--- src/rtl/irq_pkg.sv ---
`timescale 1ns/1ps
package irq_pkg;
  localparam int ADDR_W = 20;
  localparam int WORD_W = 16;
  localparam int TYPE_W = 8;

  localparam logic [TYPE_W-1:0] TYPE_TRAP = 8'd1;
  localparam logic [TYPE_W-1:0] TYPE_NMI  = 8'd2;
  localparam logic [TYPE_W-1:0] TYPE_DBL  = 8'd8;

  typedef enum logic [2:0] {
    SRC_NONE, SRC_INT, SRC_NMI, SRC_SWI, SRC_EXT
  } irq_src_t;

  typedef enum logic [2:0] {
    ST_IDLE, ST_ACK, ST_CAPT, ST_RD_OFF, ST_RD_SEG, ST_DONE
  } fetch_st_t;

  // byte address of one half of the table entry for type t
  function automatic logic [ADDR_W-1:0] vec_byte_addr(input logic [TYPE_W-1:0] t,
                                                      input logic seg_half);
    logic [ADDR_W-1:0] a;
    a = '0;
    a[TYPE_W+1:2] = t;
    a[1] = seg_half;
    return a;
  endfunction

  // physical address from segment and offset, wrapped to ADDR_W bits
  function automatic logic [ADDR_W-1:0] phys_addr(input logic [WORD_W-1:0] seg,
                                                  input logic [WORD_W-1:0] off);
    return {seg, 4'h0} + {4'h0, off};
  endfunction
endpackage

--- src/rtl/irq_flags.sv ---
`timescale 1ns/1ps
module irq_flags (
  input  logic clk,
  input  logic rst,
  input  logic accept,
  input  logic ie_wr,
  input  logic ie_val,
  input  logic tf_wr,
  input  logic tf_val,
  output logic ie,
  output logic tf
);
  always_ff @(posedge clk) begin
    if (rst) begin
      ie <= 1'b0;
      tf <= 1'b0;
    end else if (accept) begin
      ie <= 1'b0;
      tf <= 1'b0;
    end else begin
      if (ie_wr) ie <= ie_val;
      if (tf_wr) tf <= tf_val;
    end
  end

  // an accepted request leaves both flags clear
  a_r6_flags_cleared: assert property (@(posedge clk) disable iff (rst)
    accept |=> (!ie && !tf));
endmodule

--- src/rtl/irq_arbiter.sv ---
`timescale 1ns/1ps
module irq_arbiter
  import irq_pkg::*;
#(
  parameter int NEXC = 16
) (
  input  logic [NEXC-1:0]   exc_req,
  input  logic              trap_req,
  input  logic              nmi,
  input  logic              swi_req,
  input  logic [TYPE_W-1:0] swi_type,
  input  logic              intr,
  input  logic              ie,
  output irq_src_t          src,
  output logic [TYPE_W-1:0] sel_type,
  output logic              dbl_fault,
  output logic              any_req
);
  logic [TYPE_W-1:0] low_idx;
  logic              exc_any;
  logic              exc_wins;

  always_comb begin
    low_idx = '0;
    for (int i = NEXC - 1; i >= 0; i--) begin
      if (exc_req[i]) low_idx = TYPE_W'(i);
    end
  end

  assign exc_any   = |exc_req;
  assign dbl_fault = ($countones(exc_req) >= 2);
  assign exc_wins  = exc_any && !(trap_req && (low_idx > TYPE_TRAP));

  always_comb begin
    src      = SRC_NONE;
    sel_type = '0;
    if (dbl_fault) begin
      src      = SRC_INT;
      sel_type = TYPE_DBL;
    end else if (exc_wins) begin
      src      = SRC_INT;
      sel_type = low_idx;
    end else if (trap_req) begin
      src      = SRC_INT;
      sel_type = TYPE_TRAP;
    end else if (nmi) begin
      src      = SRC_NMI;
      sel_type = TYPE_NMI;
    end else if (swi_req) begin
      src      = SRC_SWI;
      sel_type = swi_type;
    end else if (intr && ie) begin
      src      = SRC_EXT;
      sel_type = '0;
    end
  end

  assign any_req = (src != SRC_NONE);

  // the external source is never chosen while the enable flag is clear
  always_comb begin
    a_r7_masked_ext: assert (!(src == SRC_EXT && !ie));
  end
endmodule

--- src/rtl/irq_vector_fetch.sv ---
`timescale 1ns/1ps
module irq_vector_fetch
  import irq_pkg::*;
(
  input  logic              clk,
  input  logic              rst,
  input  logic              start,
  input  logic              start_ext,
  input  logic [TYPE_W-1:0] start_type,
  input  logic [TYPE_W-1:0] intr_data,
  input  logic              mem_rdy,
  input  logic [WORD_W-1:0] mem_data,
  output logic              inta,
  output logic              mem_req,
  output logic [ADDR_W-1:0] mem_addr,
  output logic              done,
  output logic              busy,
  output logic [TYPE_W-1:0] svc_type,
  output logic [WORD_W-1:0] new_cs,
  output logic [WORD_W-1:0] new_ip
);
  fetch_st_t         st;
  logic [TYPE_W-1:0] cur_type;
  logic              capture_ev;
  logic              off_ev;
  logic              seg_ev;

  assign capture_ev = (st == ST_CAPT);
  assign off_ev     = (st == ST_RD_OFF) && mem_rdy;
  assign seg_ev     = (st == ST_RD_SEG) && mem_rdy;

  always_ff @(posedge clk) begin
    if (rst) begin
      st       <= ST_IDLE;
      cur_type <= '0;
      new_ip   <= '0;
      new_cs   <= '0;
    end else begin
      unique case (st)
        ST_IDLE: if (start) begin
          cur_type <= start_type;
          st       <= start_ext ? ST_ACK : ST_RD_OFF;
        end
        ST_ACK:  st <= ST_CAPT;
        ST_CAPT: begin
          cur_type <= intr_data;
          st       <= ST_RD_OFF;
        end
        ST_RD_OFF: if (off_ev) begin
          new_ip <= mem_data;
          st     <= ST_RD_SEG;
        end
        ST_RD_SEG: if (seg_ev) begin
          new_cs <= mem_data;
          st     <= ST_DONE;
        end
        ST_DONE: st <= ST_IDLE;
        default: st <= ST_IDLE;
      endcase
    end
  end

  assign inta     = (st == ST_ACK);
  assign mem_req  = (st == ST_RD_OFF) || (st == ST_RD_SEG);
  assign mem_addr = vec_byte_addr(cur_type, st == ST_RD_SEG);
  assign done     = (st == ST_DONE);
  assign busy     = (st != ST_IDLE);
  assign svc_type = cur_type;

  // acknowledge is a single-cycle pulse
  a_r8_ack_single: assert property (@(posedge clk) disable iff (rst)
    inta |=> !inta);
  // the type capture happens on the cycle right after the acknowledge
  a_r8_capture_after_ack: assert property (@(posedge clk) disable iff (rst)
    inta |=> capture_ev);
  // request and address hold while waiting for ready
  a_r10_addr_hold: assert property (@(posedge clk) disable iff (rst)
    (mem_req && !mem_rdy) |=> (mem_req && $stable(mem_addr)));
  // every table read stays inside the table
  a_r10_table_range: assert property (@(posedge clk) disable iff (rst)
    mem_req |-> (mem_addr < 20'h00400));
  // the segment read follows the offset read
  a_r10_order: assert property (@(posedge clk) disable iff (rst)
    off_ev |=> (mem_req && mem_addr[1]));
  // done is one cycle and results stay put after it
  a_r11_done_pulse: assert property (@(posedge clk) disable iff (rst)
    done |=> (!done && $stable(new_cs) && $stable(new_ip) && $stable(svc_type)));
endmodule

--- src/rtl/irq_vector_ctrl.sv ---
`timescale 1ns/1ps
module irq_vector_ctrl
  import irq_pkg::*;
#(
  parameter int NEXC = 16
) (
  input  logic              clk,
  input  logic              rst,
  input  logic              boundary_i,
  input  logic [NEXC-1:0]   exc_req_i,
  input  logic              nmi_i,
  input  logic              swi_req_i,
  input  logic [7:0]        swi_type_i,
  input  logic              intr_i,
  input  logic [7:0]        intr_data_i,
  output logic              inta_o,
  input  logic              ie_wr_i,
  input  logic              ie_val_i,
  input  logic              tf_wr_i,
  input  logic              tf_val_i,
  output logic              ie_o,
  output logic              tf_o,
  output logic              mem_req_o,
  output logic [19:0]       mem_addr_o,
  input  logic              mem_rdy_i,
  input  logic [15:0]       mem_data_i,
  output logic              busy_o,
  output logic              done_o,
  output logic [7:0]        svc_type_o,
  output logic [15:0]       new_cs_o,
  output logic [15:0]       new_ip_o,
  output logic [19:0]       fetch_addr_o
);
  irq_src_t          src;
  logic [TYPE_W-1:0] sel_type;
  logic              dbl_fault;
  logic              any_req;
  logic              accept;
  logic              internal_any;

  irq_arbiter #(.NEXC(NEXC)) u_arb (
    .exc_req  (exc_req_i),
    .trap_req (tf_o),
    .nmi      (nmi_i),
    .swi_req  (swi_req_i),
    .swi_type (swi_type_i),
    .intr     (intr_i),
    .ie       (ie_o),
    .src      (src),
    .sel_type (sel_type),
    .dbl_fault(dbl_fault),
    .any_req  (any_req)
  );

  assign accept       = boundary_i && !busy_o && any_req;
  assign internal_any = (|exc_req_i) || tf_o;

  irq_flags u_flags (
    .clk   (clk),
    .rst   (rst),
    .accept(accept),
    .ie_wr (ie_wr_i),
    .ie_val(ie_val_i),
    .tf_wr (tf_wr_i),
    .tf_val(tf_val_i),
    .ie    (ie_o),
    .tf    (tf_o)
  );

  irq_vector_fetch u_fetch (
    .clk       (clk),
    .rst       (rst),
    .start     (accept),
    .start_ext (src == SRC_EXT),
    .start_type(sel_type),
    .intr_data (intr_data_i),
    .mem_rdy   (mem_rdy_i),
    .mem_data  (mem_data_i),
    .inta      (inta_o),
    .mem_req   (mem_req_o),
    .mem_addr  (mem_addr_o),
    .done      (done_o),
    .busy      (busy_o),
    .svc_type  (svc_type_o),
    .new_cs    (new_cs_o),
    .new_ip    (new_ip_o)
  );

  assign fetch_addr_o = phys_addr(new_cs_o, new_ip_o);

  // a service starts only from a sampled boundary
  a_r9_start_on_boundary: assert property (@(posedge clk) disable iff (rst)
    $rose(busy_o) |-> $past(boundary_i));
  // simultaneous exceptions turn into the double-fault type
  a_r3_double_fault: assert property (@(posedge clk) disable iff (rst)
    (accept && dbl_fault) |=> (svc_type_o == 8'd8));
  // non-maskable request maps to type 2 regardless of the enable flag
  a_r4_nmi_type: assert property (@(posedge clk) disable iff (rst)
    (accept && nmi_i && !internal_any) |=> (svc_type_o == 8'd2));
  // an internal request always beats software and external sources
  a_r1_internal_first: assert property (@(posedge clk) disable iff (rst)
    (accept && internal_any) |=> !inta_o);
endmodule

--- config.mk ---
export PLATFORM = sky130hd
export DESIGN_NAME = irq_vector_ctrl
export DESIGN_NICKNAME = d
export VERILOG_FILES = /design/src/rtl/irq_pkg.sv /design/src/rtl/irq_flags.sv /design/src/rtl/irq_arbiter.sv /design/src/rtl/irq_vector_fetch.sv /design/src/rtl/irq_vector_ctrl.sv
export SDC_FILE = /design/constraint.sdc
export NUM_CORES = 1
export LEC_CHECK = 0
export BUFFER_PORTS_ARGS = -buffer_cell sky130_fd_sc_hd__buf_2
export CORE_MARGIN = 2
export CORE_UTILIZATION = 40
export CTS_CLUSTER_SIZE = 12
export DETAILED_ROUTE_END_ITERATION = 8
export GPL_TIMING_DRIVEN = 0
export HOLD_SLACK_MARGIN = 0.03
export PLACE_DENSITY = 0.76
export SLEW_MARGIN = 20
export SYNTH_ARGS = -nofsm -noshare
export SYNTH_HDL_FRONTEND = slang
export SYNTH_SLANG_ARGS = --single-unit
--- constraint.sdc ---
create_clock -name clk -period 5.96 [get_ports clk]
set_input_delay 1.192 -clock clk [delete_from_list [all_inputs] [get_ports clk]]
set_output_delay 1.192 -clock clk [all_outputs]
set_load 0.005 [all_outputs]
### Word-level counts from Yosys, hierarchy flattened

Cells that the tools add are included.

| storage, ports and cells | value |
|---|---|
| register bits | 45 |
| output and inout port bits | 86 |

| cells by class | value |
|---|---|
| add/sub/neg operators | 16 |
| magnitude comparators | 2 |
| equality and inequality tests | 9 |
| muxes and demuxes | 34 |
| reduce and logical (&&, ||, !) cells | 20 |

Operator list:

| kind | count |
|---|---|
| $add 32x32->32 | 7 |
| $mux 4 | 16 |
| $mux 8 | 6 |
| $ge 32x3->1 const B | 1 |
| $mux 3 | 9 |
| $add 20x16->20 | 1 |
| $add 1x1->2 | 8 |
| $pmux 8 s2 | 1 |
| $reduce_or 16->1 | 1 |
| $pmux 3 s5 | 1 |
| $eq 3x3->1 const B | 3 |
| $logic_and 1x1->1 | 7 |
| $eq 3x2->1 const B | 2 |
| $reduce_and 2->1 | 3 |
| $reduce_bool 3->1 | 2 |
| $gt 4x1->1 const B | 1 |
| $ne 2x1->1 const B | 2 |
| $eq 3x1->1 const B | 1 |
| $logic_not 3->1 | 1 |
| $reduce_and 3->1 | 1 |
| $logic_not 1->1 | 2 |
| $mux 2 | 1 |
| $ne 2x2->1 const B | 1 |
| $reduce_bool 2->1 | 1 |
| other kinds (2) | 2 |

### Logic depth before layout (Yosys ltp)

Gate-level depths: netlist of run 1.

| logic depth | value |
|---|---|
| depth after elaboration | 26 |
| mapped depth | 18 |
| mapped depth without buffers | 18 |

### Cells and area by module

From an unflattened synthesis of run 1, not the netlist that was laid out.

| second synthesis, totals | value |
|---|---|
| cell total of the unflattened synthesis | 440 |
| area, all modules | 3,537.1 µm² |

By module, submodules not included:

| module | times used | cells an instance | area each (µm²) | seq. area each (µm²) |
|---|---|---|---|---|
| irq_vector_fetch | 1 | 223 | 1,845.5 | 860.8 |
| irq_vector_ctrl | 1 | 111 | 835.8 | 0.0 |
| irq_arbiter | 1 | 100 | 785.8 | 0.0 |
| irq_flags | 1 | 6 | 70.1 | 40.0 |

### Worst setup path after synthesis of run 1

No wires, ideal clock.

| timing | value |
|---|---|
| path kind | input port to flip-flop |
| from | input port exc_req_i[14] |
| to | register u_fetch.cur_type[4], in the netlist u_fetch.svc_type[4] |
| library setup time | 0.059 ns |
| data arrival time | 5.405 ns |
| data required time | 5.901 ns |
| path slack | 0.496 ns |
| stages | 17 |
| path buffers | 0 |
| path through | inv_1 > ha_1 > inv_1 > fa_1 > inv_1 > fa_1 > fa_1 > inv_1 > fa_1 > inv_1 > ha_1 > inv_1 > fa_1 > nor3b_1 > and4bb_1 > and4_4 > a221o_1 |

| on the way | value |
|---|---|
| cells in the longest elaborated chain, start to end | 25 |
| elaborated cells between the ends (all ways) | 35 |
| those cells by class | add/sub (4); order compare (2); eq/ne (1); mux (21); reduce/logical (7) |

RTL lines:

| element | line | text |
|---|---|---|
| start: declaration | irq_vector_ctrl.sv:10 | `input logic [NEXC-1:0] exc_req_i,` |
| parallel branches: the longest is 25 deep, another holds $add 32x32->32 | -- |  |
| end signal: assignment | irq_vector_fetch.sv:41 | `cur_type <= start_type;` |
| end signal: assignment | irq_vector_fetch.sv:46 | `cur_type <= intr_data;` |
| end: declaration | irq_vector_fetch.sv:23 | `logic [TYPE_W-1:0] cur_type;` |

Several ways; the timed one is not identified. The select of a mux whose other input is x is not followed.
A chain may end at the register's enable or synchronous reset.

### Worst setup path after layout of run 1

Ends and elaborated chain as after synthesis.

==> results of run 1 <==
placed cells by master, fill, tap and decap left out, types with 3 or more instances in the layout:
cell	Yosys	final
a21oi_1	47	47
a221o_1	5	5
and2_1	7	7
buf_2	0	132
buf_4	23	23
clkbuf_1	13	14
clkbuf_8	0	5
conb_1	1	11
dfxtp_1	45	45
fa_1	12	12
ha_1	34	34
inv_1	46	46
mux2i_1	3	3
nand2_1	86	86
nand3_1	9	9
nand4_1	3	3
nor2_1	12	12
nor2b_1	6	6
nor3_1	11	11
nor3b_1	5	4
nor4_1	4	4
o2111ai_1	3	3
o21ai_0	7	7
o21ai_1	3	3
o21bai_1	3	3
xnor2_1	8	8
xor2_1	5	5
per-stage QoR:
step	setup TNS [ps]	hold slack [ps]
2_1_floorplan	0	466
3_3_place_gp	0	459
3_5_place_dp	-455	476
4_1_cts	0	487
5_1_grt	0	508
6_report	0	483
per-layer routing:
layer | GRT usage (%) | vias to the layer above | part of all wire, %
li1 | - | 1793 | -
met1 | 24.6 | 1654 | 43
met2 | 34.7 | 107 | 49
met3 | 3.22 | 10 | 6.2
met4 | 5.58 | 0 | 1.1
met5 | 0 | - | 0
kinds of logic after synthesis:
family                   count (synthesis)
multiplexers                             3
flip-flops                              45
XOR/XNOR                                13
other                                    1
adder cells (fa/ha/maj)                 46
AO/OA/AOI/OAI                           94
buffers and inverters                   83
AND/OR/NAND/NOR                        163
where the power goes:
part / switching, mW / internal [mW]
Clock: 0.104 / 0.0827
Combinational: 0.196 / 0.159
Sequential: 0.0114 / 0.313
layout make-up:
class                   instances  area [µm²]
inverters                      46         173
repair buffers                132         661
fillers                       842        4170
clock inverters                 2        15.0
well taps                     108         135
flip-flops and latches         45         901
clock buffers                   6        72.6
plain buffers                  37         233
multi-input cells             330        2280
registers in the layout (all words and copies together), names as in the netlist:
register	flops
u_fetch.st	3
u_flags.ie	1
u_fetch.new_cs	16
u_flags.tf	1
u_fetch.svc_type	8
u_fetch.new_ip	16
critical path, cell delays in order:
cell and delay (ps):
buf_2 90, inv_1 50, ha_1 270, inv_1 50
fa_1 550, inv_1 70, fa_1 450, fa_1 520
inv_1 50, fa_1 460, inv_1 70, ha_1 170
inv_1 60, fa_1 460, nor3b_2 380, a31oi_4 210
nor3_2 330, a221o_1 230
final timing paths:
| path | start | endpoint | slack, ps | cells after the start |
|---|---|---|---|---|
| max | exc_req_i[14] | u_fetch.svc_type[4] | 550 | 18 |
| min | u_fetch.new_ip[4] | u_fetch.new_ip[4] | 480 | 2 |
| min reg2reg | u_fetch.new_ip[4] | u_fetch.new_ip[4] | 480 | 2 |
| max reg2reg | u_fetch.st[0] | u_fetch.svc_type[4] | 4020 | 6 |
==> results, run 1 <==
- The full die area is between 9000 and 10,000 µm².
- The die extent in y is approximately 98 µm.
- The analysis attributes to cell leakage a power of 2.30 nW.
- Prior to clock tree synthesis, the placed netlist has a worst setup slack of -114 ps.
- Summing the areas of all compound-gate instances in the mapped netlist gives between 15 and 20% of the synthesized area.
- Across the VDD grid, the largest voltage drop is 0.177 mV.
- The adder-cell share of the synthesized area is around a fifth.
- Sorting the synthesized cells by area gives the leading types as dfxtp_1 (25%), ha_1 (12%), nand2_1 (9.1%), fa_1 (6.8%), a21oi_1 (6.6%).
- The global-route wire length before repair is 15,600 µm.
- The commonest cells after synthesis are nand2_1 (86), a21oi_1 (47), inv_1 (46).
- Clock-pin slew was measured on the worst setup and hold paths at about 90 ps.
- Power spread over the standard cell area amounts to a little under 200 nW/µm².
- The post-layout total power is approximately 0.87 mW.
- The clock reaches the later pin of the worst-skew pair after 300 ps.
- The start-to-end type of the worst setup path is input pin to register.
- The placed instance area is between 4000 and 5000 µm².
- The initial antenna violation count was 0.
- The flow ran to the end, and the final reports show no timing, DRC or antenna violations.
- Setup slack closes at 549 ps.
- The synthesis warning total is 0.
- The ratio of routed vias to standard cells is approximately 5.
- The cell area that synthesis handed to floorplanning was 3540 µm².
- The total wirelength of the detailed-routed design is roughly 9500 µm.
- For this run, the top clock speed supported by timing is around 0.18 GHz.
- The time the worst path needs with I/O delays and setup is around 5400 ps.
- The area inside the core boundary is between 8000 and 9000 µm².
- Of the total synthesized cell area, the portion taken by XOR and XNOR cells is 3.21%.
- After floorplanning, the core was divided into 34 placement rows.
- The final net count is ~700.
- The number of antenna diodes in the final layout is 0.
- The count of non-filler cells in the finished layout is approximately 710.
- Measured against the total synthesized area, the mux share comes to less than 1%.
- STA puts the critical path data arrival time at about 5700 ps.
- The min-delay analysis places its worst path in the category register to register.
- Setup repair after global routing left no endpoint under its margin.
- Buffers inserted during clock tree synthesis total 5.
- The final-report setup violation count is 0.
- The mean instance size in the synthesized netlist is 7.91 µm².
- The number of buffers inserted by hold repair at cts is 0.
- The HPWL after detailed placement is slightly above 8000 µm.
- The post-detailed-route count of antenna-violating nets is 0.
- The pin count of the biggest net entering global routing is 15.
- TritonCTS built the clock tree.
- At the worst endpoint, the required time is about 6200 ps.
- The worst slew margin relative to its limit is between 60% and 70%.
- The count of flip-flops with a built-in enable after synthesis is 0.
- By area, the combinational part of the netlist is dominated by simple AND/OR/NAND/NOR gates.
- The maximum count of clock buffers along a single path is 2.
- The post-cts sizing count is 0.
- STA classifies the critical path startpoint as an input pin.
- The share of post-route cells with drive strength above 1 is between 20% and 30%.
- The worst clock skew on the final layout is roughly 5.6 ps.
- The top fanout value on the critical path is 8.
- The number of max-slew violations in the final report is 0.
- The routability-driven placement congestion ratio is about 0.93.
- After synthesis the netlist holds a flip-flop and latch count of 45.
- The post-route core utilization is approximately half.
- The depth of the CTS H-tree is 2.
- Summing the areas of all and, or, nand and nor instances in the mapped netlist gives between 20% and 30% of the synthesized area.
- Among all cell types in the netlist, the one instantiated most often is nand2_1.
- For this block, the initial DRC count from the detailed router was about 130.
- The number of global-route vias before repair came to approximately 3,400.
- The starting utilization of the core area is roughly two fifths.
- The routed length per instance is between 10 and 15 µm.
- The floorplan step set the die width to approximately 100 µm.
- The sum of overflow across all layers after global routing is 0.
- The share of synthesized area in the top cell type comes to between 20 and 30%.
- The share of the clock period used by the worst path after layout is between 90 and 100%.
- The sequential element share of the synthesized area is approximately 25%.
- The flip-flop cell with the highest count after synthesis is dfxtp_1.
- The async set or reset register ratio after synthesis is 0%.
- The gate count after technology mapping is 448.
- Across the run, the number of max-cap violations was 0.
- The number of top-level pins is ~150.
- The number of setup buffers added after CTS is 0.
- The cell type with the largest total area after synthesis is dfxtp_1.
- The post-detailed-route DRC marker count is 0.
- The number of placed instances, taps included, is ~700.
- The total track usage is roughly 20%.
- The number of library cell types mapped by synthesis is between 60 and 70.
- The measured slew at the worst slew-check pin is between 500 and 600 ps.
- The type of element capturing the critical path is a register.
- Relative to the synthesized area, the layout overhead comes to 26.1%.
- The number of I/O port buffers is 132.
- The count of TritonRoute iterations in the first routing pass is 4.
- The total non-filler cell area in the finished layout is between 4000 and 5000 µm².
- The count of endpoints failing hold in the final timing report is 0.
- For this block, the via count after detailed routing is 3,564.
- The total number of clock tree sinks is 45.
- The CTS root buffer is clkbuf_8.
Power figures use the tool's default switching activity.
==> run 2, diff against run 1 <==
BUFFER_PORTS_ARGS = default   (was -buffer_cell sky130_fd_sc_hd__buf_2)
DONT_BUFFER_PORTS = 1   (was default)
GPL_TIMING_DRIVEN = 1   (was 0)
PLACE_DENSITY = 0.62   (was 0.76)
==> run 2 against run 1 <==
Against the previous run:
- sequential power increased by 2%
- worst setup slack improved by 170 ps
- via count decreased by 17%
- count of clock-buffer cells in the layout increased by 1
- register-to-register slack got worse by 70 ps
- largest power group is now registers
- highest routed layer unchanged
- routed wire length decreased by 6.8%
- critical path depth unchanged
- first-iteration DRC count increased by 29%
==> results, run 2 (synthesis results as in run 1) <==
- Outcome: finished, final reports clean (unchanged).
- Highest-count cells in the layout ignoring fill and taps: nand2_1 (86), a21oi_1 (47), inv_1 (46) (was buf_2 (132), nand2_1 (86), a21oi_1 (47)).
- The count of endpoints failing hold in the final timing report is 0 (unchanged).
- The total track usage is 17.8% (was 19.6%).
- The post-detailed-route count of antenna-violating nets is 0 (unchanged).
- The top fanout value on the critical path was 8 (unchanged).
- The share of post-route cells with drive strength above 1 is 4.87% (was 29.4%).
- The number of setup buffers added after CTS is 0 (unchanged).
- The total negative slack for setup checks is 0 ps (unchanged).
- The CTS root buffer is clkbuf_8 (unchanged).
- The area inside the core boundary came to 8640 µm² (unchanged).
- The number of filler instances in the final layout came to 896 (was 842).
- The static power due to leakage is 1.55 nW (was 2.30 nW).
- The maximum count of clock buffers along a single path is 2 (unchanged).
- CP cell instances: inv_1, ha_1, inv_1, fa_1, inv_1, fa_1, fa_1, inv_1, fa_1, inv_1, ha_1, inv_1, fa_1, nor3b_1, buf_4, a31oi_4, nor3_2, a221o_1 (was buf_2, inv_1, ha_1, inv_1, fa_1, inv_1, fa_1, fa_1, inv_1, fa_1, inv_1, ha_1, inv_1, fa_1, nor3b_2, a31oi_4, nor3_2, a221o_1).
- The routability-driven placement congestion ratio was 0.852 (was 0.927).
- The measured slew at the worst slew-check pin is 792 ps (was 576 ps).
- The final net count was 535 (was 702).
- The HPWL after detailed placement was 6920 µm (was 8040 µm).
- The max-capacitance violation count is 0 (unchanged).
- The clock-pin transition on the worst setup and hold timing paths is 80 ps (was 90 ps).
- The total wirelength of the detailed-routed design came to 8870 µm (was 9520 µm).
- The post-detailed-route DRC marker count is 0 (unchanged).
- The post-synthesis to final-layout area growth is 2.01% (was 26.1%).
- The worst slew margin relative to its limit came to 47.1% (was 61.3%).
- The routed length per instance is 16.5 µm (was 13.5 µm).
- The maximum cell stage delay along the critical path is 520 ps (was 550 ps).
- The number of buffers inserted by hold repair at cts was 0 (unchanged).
- The starting utilization of the core area is 41.0% (unchanged).
- The global-route wire length before repair came to 14,200 µm (was 15,600 µm).
- The nature of the critical path startpoint is an input pin (unchanged).
- The total number of clock tree sinks is 45 (unchanged).
- The number of rows in the core area came to 34 (unchanged).
- The initial antenna violation count is 0 (unchanged).
- The type of the tightest min-delay check is register to register (unchanged).
- The time the worst path needs with I/O delays and setup is 5240 ps (was 5410 ps).
- The start-to-end type of the worst setup path is input pin to register (unchanged).
- The die width is 98.1 µm (unchanged).
- The depth of the CTS H-tree came to 2 (unchanged).
- The count of TritonRoute iterations in the first routing pass came to 6 (was 4).
- The final-report setup violation count came to 0 (unchanged).
- The maximum vdd drop is 0.120 mV (was 0.177 mV).
- The die extent in y is 98.1 µm (unchanged).
- The post-route core utilization is 41.9% (was 51.8%).
- The final hold slack is 490 ps (was 483 ps).
- The internal power is 0.578 mW (was 0.555 mW).
- The TritonCTS clock tree is built (unchanged).
- The switching power as a share of total power is 33.1% (was 35.9%).
- The number of global-route vias before repair is 2,781 (was 3,352).
- The insertion delay of the later-clocked pin in the worst-skew pair came to 300 ps (about the same).
- The switching power is 0.286 mW (was 0.312 mW).
- The combinational share of power was 33.4% (was 41.0%).
- The sequential share of power is 38.4% (was 37.4%).
- The number of buffers inserted during clock tree synthesis is 5 (unchanged).
- The sum of overflow across all layers after global routing was 0 (unchanged).
- The type of element capturing the critical path is a register (unchanged).
- Setup repair after global routing missed its margin: false (unchanged).
- The area occupied by multi-input gates is 2280 µm² (about the same).
- The share of the clock period used by the worst path after layout came to 88.0% (was 90.8%).
- The master of the slowest instance on the critical path is fa_1 (unchanged).
- The number of max-slew violations in the final report came to 0 (unchanged).
- The commonest non-fill, non-tap cell in the layout is nand2_1 (was buf_2).
- The worst clock skew on the final layout is 4.59 ps (was 5.64 ps).
- The power density over cell area is 239 nW/µm² (was 194 nW/µm²).
- The number of top-level pins is 145 (unchanged).
- The area used by sequential logic in the layout is 901 µm² (unchanged).
- The cell seen most often among critical-path stages is inv_1 (unchanged).
- The count of antenna diodes in the layout is 0 (unchanged).
- The overall via count from detail_route is 2,961 (was 3,564).
- The post-cts sizing count was 0 (unchanged).
- The number of I/O port buffers came to 0 (was 132).
- The endpoint required time on the critical path is 6150 ps (was 6200 ps).
- The ratio of routed vias to standard cells was 5.49 (was 5.05).
- The highest clock frequency the design can meet is 0.191 GHz (was 0.185 GHz).
- The part of the power in the clock network is 28.2% (was 21.6%).
- The full die area is 9630 µm² (unchanged).
- The pin count of the biggest net entering global routing is 44 (was 15).
- The arrival time of data at the critical path endpoint was 5430 ps (was 5650 ps).
- The DRC violation total after the first TritonRoute iteration is 166 (was 129).
-- run 2: area by class of cell --
type | count | share of cell area (%)
clock buffer | 7 | 2.39
clock inverter | 1 | 0.830
inverter | 46 | 4.78
multi-input combinational | 330 | 62.9
sequential | 45 | 24.9
tap | 108 | 3.74
timing repair buffer | 2 | 0.415
-- run 2: critical path, delay by kind of cell --
family          cells  cell delay (ps)
simple gates        2              280
buf+inv             7              450
compound gates      2              640
fa+ha+maj           7             2860
-- run 2: final timing paths --
path / slack [ps] / start / to / cells after the start
hold / removal: 490 / u_fetch.new_ip[4] / u_fetch.new_ip[4] / 2
setup / recovery: 720 / exc_req_i[14] / u_fetch.svc_type[4] / 18
hold reg to reg: 490 / u_fetch.new_ip[4] / u_fetch.new_ip[4] / 2
setup reg to reg: 3950 / u_fetch.st[2] / u_fetch.svc_type[4] / 5
-- run 2: routing by layer --
layer  routed length (µm)  up-vias  part of all wire [%]  GRT usage, %
li1                     -     1448                     -             -
met1                 4130     1386                    47          24.9
met2                 3980      115                    45          28.0
met3                  622       12                   7.0          4.22
met4                  132        0                   1.5          4.32
met5                    0        -                     0             0
-- run 2: power by group through the flow --
stage | logic, mW | clock network (mW) | registers (mW)
floorplan | 0.241 | 0 | 0.331
global placement | 0.278 | 0 | 0.339
detailed placement | 0.290 | 0 | 0.339
CTS | 0.293 | 0.249 | 0.332
global route | 0.330 | 0.260 | 0.335
finish | 0.288 | 0.244 | 0.332
-- run 2: through the flow --
stage	setup WS (ps)	power, mW	area (µm²)	instances
2_1_floorplan	496	0.572	3580	458
3_3_place_gp	481	0.617	3500	531
3_5_place_dp	389	0.629	3500	531
4_1_cts	696	0.874	3620	539
5_1_grt	536	0.926	3620	539
6_report	716	0.864	3620	539
==> run 3, diff against run 2 <==
CAP_MARGIN = 15   (was default)
CORE_UTILIZATION = 55   (was 40)
PLACE_DENSITY = 0.72   (was 0.62)
==> run 3 against run 2 <==
Against the previous run:
- routed wire length is 5.9% lower
- sequential cell count stayed put
- cell count is 5.8% lower
- cell area is 2.0% lower
- worst setup slack worse by 8.3 ps
- first-iteration DRC count is 6.0% higher
- non-clock buffer count stayed put
- critical path depth stayed put
- combinational power is 2% lower
- largest cell class unchanged
- highest routed layer unchanged
==> results, run 3 (synthesis results as in run 1) <==
- The number of I/O port buffers is 0 (unchanged).
- The TritonCTS clock tree is built (unchanged).
- The commonest non-fill, non-tap cell in the layout is nand2_1 (unchanged).
- The sum of overflow across all layers after global routing is 0 (unchanged).
- The count of cells along the worst register-to-register path was 5 (unchanged).
- The number of rows in the core area is 29 (was 34).
- The met3 layer usage reported by global route is 5.51% (was 4.22%).
- The overall via count from detail_route is 2,963 (was 2,961).
- The total stage count of the critical path is 18 (unchanged).
- The ratio of routed vias to standard cells is 5.83 (was 5.49).
- The maximum vdd drop is 0.167 mV (was 0.120 mV).
- Setup repair after global routing missed its margin: false (unchanged).
- The startpoint of the worst-slack reg-to-reg timing path is u_fetch.st[2] (unchanged).
- The static power due to leakage was 1.53 nW (was 1.55 nW).
- The post-cts sizing count is 0 (unchanged).
- The sequential share of power is 41.3% (was 38.4%).
- The master of the slowest instance on the critical path is fa_1 (unchanged).
- The number of buffers inserted by hold repair at cts is 0 (unchanged).
- The final net count is 535 (unchanged).
- Outcome: finished, final reports clean (unchanged).
- The maximum count of clock buffers along a single path was 2 (unchanged).
- The cell seen most often among critical-path stages is inv_1 (unchanged).
- The startpoint of the lowest-slack hold path was u_fetch.new_ip[8] (was u_fetch.new_ip[4]).
- The worst hold path cell count is 2 (unchanged).
- The number of buffers inserted during clock tree synthesis is 5 (unchanged).
- The global-route wire length before repair is 13,400 µm (was 14,200 µm).
- The part of the power in the clock network is 23.5% (was 28.2%).
- The total negative slack for setup checks was 0 ps (unchanged).
- The share of the clock period used by the worst path after layout is 88.1% (was 88.0%).
- The full die area came to 7100 µm² (was 9630 µm²).
- The die extent in y is 84.3 µm (was 98.1 µm).
- The count of TritonRoute iterations in the first routing pass is 4 (was 6).
- The buffer and inverter count on the worst path is 7 (unchanged).
- The clock-pin transition on the worst setup and hold timing paths is 90 ps (was 80 ps).
- The starting utilization of the core area is 56.5% (was 41.0%).
- The startpoint of the most critical setup path is exc_req_i[14] (unchanged).
- The total track usage is 23.2% (was 17.8%).
- The number of max-slew violations in the final report is 0 (unchanged).
- The arrival time of data at the critical path endpoint is 5440 ps (was 5430 ps).
- The number of setup buffers added after CTS came to 0 (unchanged).
- CP cell instances: inv_1, ha_1, inv_1, fa_1, inv_1, fa_1, fa_1, inv_1, fa_1, inv_1, ha_1, inv_1, fa_1, nor3b_1, buf_4, a31oi_4, nor3_2, a221o_1 (unchanged).
- The type of element capturing the critical path was a register (unchanged).
- The measured slew at the worst slew-check pin is 786 ps (was 792 ps).
- The post-detailed-route count of antenna-violating nets is 0 (unchanged).
- The endpoint required time on the critical path is 6150 ps (about the same).
- The number of global-route vias before repair is 2,845 (was 2,781).
- The post-route core utilization is 56.5% (was 41.9%).
- The combinational share of power was 35.2% (was 33.4%).
- The routability-driven placement congestion ratio came to 0.826 (was 0.852).
- The share of post-route cells with drive strength above 1 is 4.64% (was 4.87%).
- The die width came to 84.3 µm (was 98.1 µm).
- The time the worst path needs with I/O delays and setup is 5250 ps (was 5240 ps).
- The maximum cell stage delay along the critical path is 540 ps (was 520 ps).
- The total number of clock tree sinks is 45 (unchanged).
- The worst clock skew on the final layout was 4.80 ps (was 4.59 ps).
- The post-detailed-route DRC marker count is 0 (unchanged).
- The type of the tightest min-delay check is register to register (unchanged).
- The pin count of the biggest net entering global routing is 44 (unchanged).
- The highest clock frequency the design can meet came to 0.190 GHz (was 0.191 GHz).
- The switching power is 0.277 mW (was 0.286 mW).
- The DRC violation total after the first TritonRoute iteration was 176 (was 166).
- The switching power as a share of total power is 34.6% (was 33.1%).
- The count of antenna diodes in the layout came to 0 (unchanged).
- The total wirelength of the detailed-routed design is 8350 µm (was 8870 µm).
- The worst slew margin relative to its limit was 47.5% (was 47.1%).
- The power density over cell area is 226 nW/µm² (was 239 nW/µm²).
- The final-report setup violation count is 0 (unchanged).
- The top fanout value on the critical path is 8 (unchanged).
- The global routing met2 resource utilization is 36.7% (was 28.0%).
- The most congested layer reported by global routing is met2 (unchanged).
- The met1 usage is 31.4% (was 24.9%).
- The start-to-end type of the worst setup path is input pin to register (unchanged).
- The nature of the critical path startpoint is an input pin (unchanged).
- Highest-count cells in the layout ignoring fill and taps: nand2_1 (86), a21oi_1 (47), inv_1 (46) (unchanged).
- The number of top-level pins came to 145 (unchanged).
- The initial antenna violation count is 0 (unchanged).
- The routed length per instance was 16.4 µm (was 16.5 µm).
- The depth of the CTS H-tree came to 2 (unchanged).
- The insertion delay of the later-clocked pin in the worst-skew pair was 300 ps (about the same).
- The max-capacitance violation count was 0 (unchanged).
- The dominant delay contributor by cell family on the critical path is adder cells (unchanged).
- The internal power is 0.524 mW (was 0.578 mW).
- The count of endpoints failing hold in the final timing report is 0 (unchanged).
- The HPWL after detailed placement is 6510 µm (was 6920 µm).
- The area inside the core boundary is 6280 µm² (was 8640 µm²).
- The CTS root buffer is clkbuf_8 (unchanged).
- The post-synthesis to final-layout area growth came to 0% (was 2.01%).
==> run 3: cell count changes in the layout (fill, tap and decap cells not counted) <==
cell        change
bufinv_16       -1
clkbuf_1        +1
clkbuf_8        -1
clkinvlp_4      +1
==> run 3: final cells by class <==
class,count,area (µm²)
fillers,607,2730
multi-input cells,330,2280
flip-flops and latches,45,901
inverters,46,173
well taps,77,96.3
clock buffers,7,76.3
repair buffers,2,15.0
clock inverters,1,7.51
==> run 3: metal layers <==
metal	vias up	part of all wire, %	wire, µm
li1	1452	-	-
met4	0	1.4	115
met1	1389	45	3780
met2	112	46	3810
met3	10	7.8	648
met5	-	0	0
==> run 3: power by group through the flow <==
stage	registers [mW]	logic (mW)	clock network, mW
floorplan	0.331	0.241	0
global placement	0.338	0.274	0
detailed placement	0.338	0.289	0
CTS	0.331	0.289	0.195
global route	0.334	0.322	0.206
finish	0.331	0.282	0.188
==> run 3: final timing paths <==
kind | slack, ps | end
setup / recovery | 710 | u_fetch.svc_type[6]
setup reg to reg | 3940 | u_fetch.svc_type[6]
hold / removal | 490 | u_fetch.new_ip[8]
hold reg to reg | 490 | u_fetch.new_ip[8]
==> run 3: stage by stage <==
step,setup WS (ps),power [mW],std cells,hold slack [ps],instance area [µm²]
finish,708,0.801,508,495,3540
global route,581,0.861,508,511,3540
CTS,700,0.815,508,492,3540
detailed placement,362,0.628,500,480,3460
global placement,474,0.612,500,476,3460
floorplan,496,0.572,458,466,3580
==> run 3: tightest hold or removal path: stages (launching register included) <==
cell and delay [ps]:
dfxtp_1 340, nand2_1 60, a21oi_1 50
